===== src/rtl/cfi_vector_probe.sv =====
module cfi_vector_probe #(
    parameter int unsigned AW     = 64,
    parameter int unsigned VW     = 64,
    parameter int unsigned NARROW = 32
) (
    input  logic [AW-1:0] index,
    input  logic [VW-1:0] bits,
    input  logic          wide,
    output logic          bit_set
);
    logic [VW-1:0] lane_hit;

    generate
        for (genvar g = 0; g < VW; g++) begin : g_lane
            if (g < NARROW) begin : g_low
                assign lane_hit[g] = (index == AW'(g)) && bits[g];
            end else begin : g_high
                assign lane_hit[g] = wide && (index == AW'(g)) && bits[g];
            end
        end
    endgenerate

    assign bit_set = |lane_hit;
endmodule


===== config.mk =====
export PLATFORM = sky130hd
export DESIGN_NAME = cfi_vector_probe
export DESIGN_NICKNAME = d
export VERILOG_FILES = /design/src/rtl/cfi_vector_probe.sv
export SDC_FILE = /design/constraint.sdc
export NUM_CORES = 1
export LEC_CHECK = 0
export ABC_AREA = 1
export BUFFER_PORTS_ARGS = -buffer_cell sky130_fd_sc_hd__buf_2
export CAP_MARGIN = 5
export CORE_MARGIN = 2
export CORE_UTILIZATION = 33
export DETAILED_ROUTE_END_ITERATION = 8
export PLACE_DENSITY = 0.9
export SLEW_MARGIN = 20
export SYNTH_ARGS = -nofsm -noshare
export SYNTH_HDL_FRONTEND = slang
export SYNTH_SLANG_ARGS = --single-unit

===== constraint.sdc =====
create_clock -name vclk -period 1.6
set_input_delay 0.08 -clock vclk [all_inputs]
set_output_delay 0.08 -clock vclk [all_outputs]
set_load 0.02 [all_outputs]

Word level (Yosys, flattened, before mapping):

Cells that the tools add are included.
Widths: inputs -> output; s select.

* flip-flop bits (word level): 0
* input bits: 129
* output and inout port bits: 1

* eq/ne operators: 63
* reductions and logical operators: 98

Operators with widths (number)
* $eq 64x6->1 const B: 32
* $eq 64x5->1 const B: 16
* $eq 64x4->1 const B: 8
* $eq 64x3->1 const B: 4
* $eq 64x2->1 const B: 2
* $logic_and 1x1->1: 96
* $eq 64x1->1 const B: 1
* $logic_not 64->1: 1
* $reduce_or 64->1: 1

Logic depth before layout (Yosys ltp):

* word-level depth: 4
* mapped depth: 11

Least setup slack after synthesis:

No wires, ideal clock.

* path kind: input port to output port
* start point: input port index[0]
* end point: output port bit_set
* data arrival time: 1155 ps
* required time: 1520 ps
* path slack: 365 ps
* cell stages on the path: 10
* buffers on the path: 1
* path through: nor2_2 > buf_2 > nand3_1 > nand2_1 > nor2_1 > nand2_1 > o21ai_0 > nand2_1 > nor2_1 > nor2_1

* longest elaborated chain between the ends: 4
* elaborated cells between the ends (all ways): 161
* those cells by class: 63 x eq/ne; 98 x reduce/logical

RTL lines
* start, declared: RTL line 6 `input logic [AW-1:0] index,`
* $eq 64x6->1: RTL line 18 `assign lane_hit[g] = wide && (index == AW'(g)) && bits[g];`
* $logic_and 1x1->1 (2 in a row): RTL line 18
* $reduce_or 64->1 (*): RTL line 23 `assign bit_set = |lane_hit;`
* end, declared: RTL line 9 `output logic bit_set`

Every way passes the cells marked *; elsewhere a longest branch is shown, timed or not.

Worst setup path after layout:

* start point: input port index[2]
* end point: output port bit_set

The elaborated chain is that of the path after synthesis.

==> results.py <==
metrics = {
    "detailed_routing": {
        "routed_wl_um": 4010,
        "drc_errors": 0,
        "ant_nets": 0,
        "dr.first_iter.drc_count": 89,
        "wl_per_cell_um": 11.7,
        "viasPerCell": 5.06,
        "vias": 1737,
        "first_pass_iters": 6,
    },
    "layout": {
        "nFlopsAndLatches": 0,
        "finalNonFillerCells": 343,
        "area_delta_synth_final_pct": 85.7,
        "clock_buffer_count": 0,
        "fillers": 260,
        "multiInputGateArea_um2": 801,
        "regArea_um2": 0,
        "nNetsFinal": 444,
        "insertedDiodeCount": 0,
        "drive_gt1_share_pct": 47.6,
    },
    "critical_path": {
        "critPathMaxStageDelay_ps": 350,
        "crit_path_cell_trace": "buf_2 -> nor2_4 -> nand3_1 -> nand2_1 -> nor2_1 -> nand2_1 -> o21ai_1 -> nand2_1 -> nor2_1 -> nor2_1 -> buf_2",
        "cpMaxStageDelayCell": "nor2_4",
        "path_class": "in2out",
        "required_ps": 1520,
        "cp_max_fo": 16,
        "end_kind": "output pin",
        "worst_ep_arrival_time_ps": 1370,
        "start_kind": "input port",
    },
    "floorplanning": {
        "die_area_um2": 2970,
        "pin_count": 130,
        "die_h_um": 54.5,
        "fp-row-count": 18,
        "core_um2": 2450,
        "start_util_pct": 34.3,
        "die_w_um": 54.5,
    },
    "sta": {
        "whs_ps": 628,
        "finalHoldViolations": 0,
        "slew_viol_final": 0,
        "tightestPinTransition_ps": 388,
        "clock.fmax_mhz": 688,
        "finalCritPeriodShare_pct": 90.9,
        "setup_violations": 0,
        "slew_headroom_pct": 74.1,
        "finalWorstPathRequiredPeriod_ps": 1450,
    },
    "power_and_ir_drop": {
        "leakage_nw": 0.973,
        "power_density_nw_per_um2": 192,
        "irDropWorstVdd_mv": 0.168,
    },
    "global_route": {
        "grt_pass1_wl_um": 5420,
        "grt_use_total_pct": 23.9,
        "overflow": 0,
        "grt_pass1_vias": 1380,
        "antenna_found_initial": 0,
        "grt_max_degree": 17,
    },
    "logic_synthesis": {
        "synth_fp_nets": 311,
        "syn_inst": 182,
        "syn_area_um2": 841,
        "synth_top_cells_by_area": "nand2_1 (30%), nand3_1 (26%), nor2_1 (13%), nor4_1 (10%), inv_1 (3.6%)",
        "ys_seq_area_share_pct": 0,
        "ys_warn_count": 0,
        "ys_types": 17,
        "syn_avg_cell_area_um2": 4.62,
        "synth_top_area_share_pct": 30.4,
        "synth_largest_area_cell": "nand2_1",
    },
    "hold_path": {
        "min_path_type": "in2out",
    },
    "place": {
        "place_hpwl_um": 3370,
        "numPlacedInstances": 342,
        "gp_congestion": 0.886,
        "port_buffers": 130,
    },
    "run_status": {
        "status": "completed",
    },
    "run": {
        "max_cap_violations": 0,
    },
}
-- cell usage after synthesis --
master / n
nor2_4: 2
nand4_1: 3
nand2_1: 68
buf_2: 1
and2_0: 1
nand3_1: 43
nor2_1: 29
nor3_1: 2
clkbuf_8: 1
nor4_1: 14
o21ai_1: 2
nand3_2: 1
nor2_2: 3
inv_1: 8
o21ai_0: 2
buf_6: 1
nand3b_1: 1
-- cells by family (layout without fill, tap and decap cells) --
kind of cell           after synthesis  count (layout)  synth area share, %
buffers and inverters               11             142                 7.14
AND/OR/NAND/NOR                    167             167                 90.5
AO/OA/AOI/OAI                        4               4                 2.38
-- worst paths after layout --
kind	start	end	cells after the start	slack, ps
min	index[22]	bit_set	6	630
max	index[2]	bit_set	11	150
-- power breakdown --
group | leakage [nW] | switching (mW) | internal [mW] | total [mW]
logic | 0.973 | 0.143 | 0.157 | 0.300
registers | 0 | 0 | 0 | 0
clock network | 0 | 0 | 0 | 0
total | 0.973 | 0.143 | 0.157 | 0.300
-- metal layers --
| layer | part of all wire [%] | wire (um) | global-route usage (%) | vias to the layer above |
|---|---|---|---|---|
| met2 | 51 | 2030 | 46.0 | 117 |
| met1 | 37 | 1490 | 29.1 | 733 |
| met4 | 0.65 | 26 | 3.33 | 0 |
| li1 | - | - | - | 883 |
| met5 | 0 | 0 | 0 | - |
| met3 | 12 | 463 | 1.64 | 4 |
-- area by class of cell --
class                      count  share of cell area (%)
multi-input combinational    171                    51.3
inverter                       8                    1.92
tap                           30                    2.40
timing repair buffer         134                    44.4
-- critical path: cells and delay by family --
family	cells	cell delay (ps)
AOI/OAI and AO/OA	1	80
and+or+nand+nor	8	890
buffers and inverters	2	320
-- stage by stage --
stage / area (um^2) / worst slack (ps) / utilization (%) / setup TNS [ps] / total power [mW]
floorplan: 841 / 365 / - / 0 / 0.0969
global placement: 1520 / 126 / 62.0 / 0 / 0.276
CTS: 1520 / 66.2 / 62.0 / 0 / 0.282
detailed placement: 1520 / 77.7 / 62.0 / 0 / 0.280
finish: 1560 / 146 / 63.6 / 0 / 0.300
global route: 1560 / -25.4 / 63.6 / -25.4 / 0.330
-- layout by cell type (no fill, tap or decap) --
| cell | synthesis | routed |
|---|---|---|
| o21ai_0 | 2 | 1 |
| nand2_2 | 0 | 2 |
| and2_0 | 1 | 1 |
| buf_2 | 1 | 130 |
| nor2_4 | 2 | 3 |
| inv_2 | 0 | 3 |
| buf_12 | 0 | 1 |
| nor2_2 | 3 | 6 |
| nor3_1 | 2 | 2 |
| o21ai_1 | 2 | 3 |
| nand3_2 | 1 | 1 |
| inv_1 | 8 | 5 |
| buf_4 | 0 | 3 |
| nand2_1 | 68 | 66 |
| nand4_1 | 3 | 3 |
| nor2_1 | 29 | 25 |
| nand3b_1 | 1 | 1 |
| nor4_1 | 14 | 14 |
| nand3_1 | 43 | 43 |
-- timing repair --
| item | 4_1_cts | 5_1_grt |
|---|---|---|
| setup endpoints to repair | 0 | 1 |
| hold buffers | 0 | 0 |
| hold endpoints to repair | 0 | 0 |
| gates resized for setup | 0 | 11 |
| buffers inserted | 0 | 1 |
Power figures use the tool's default switching activity.
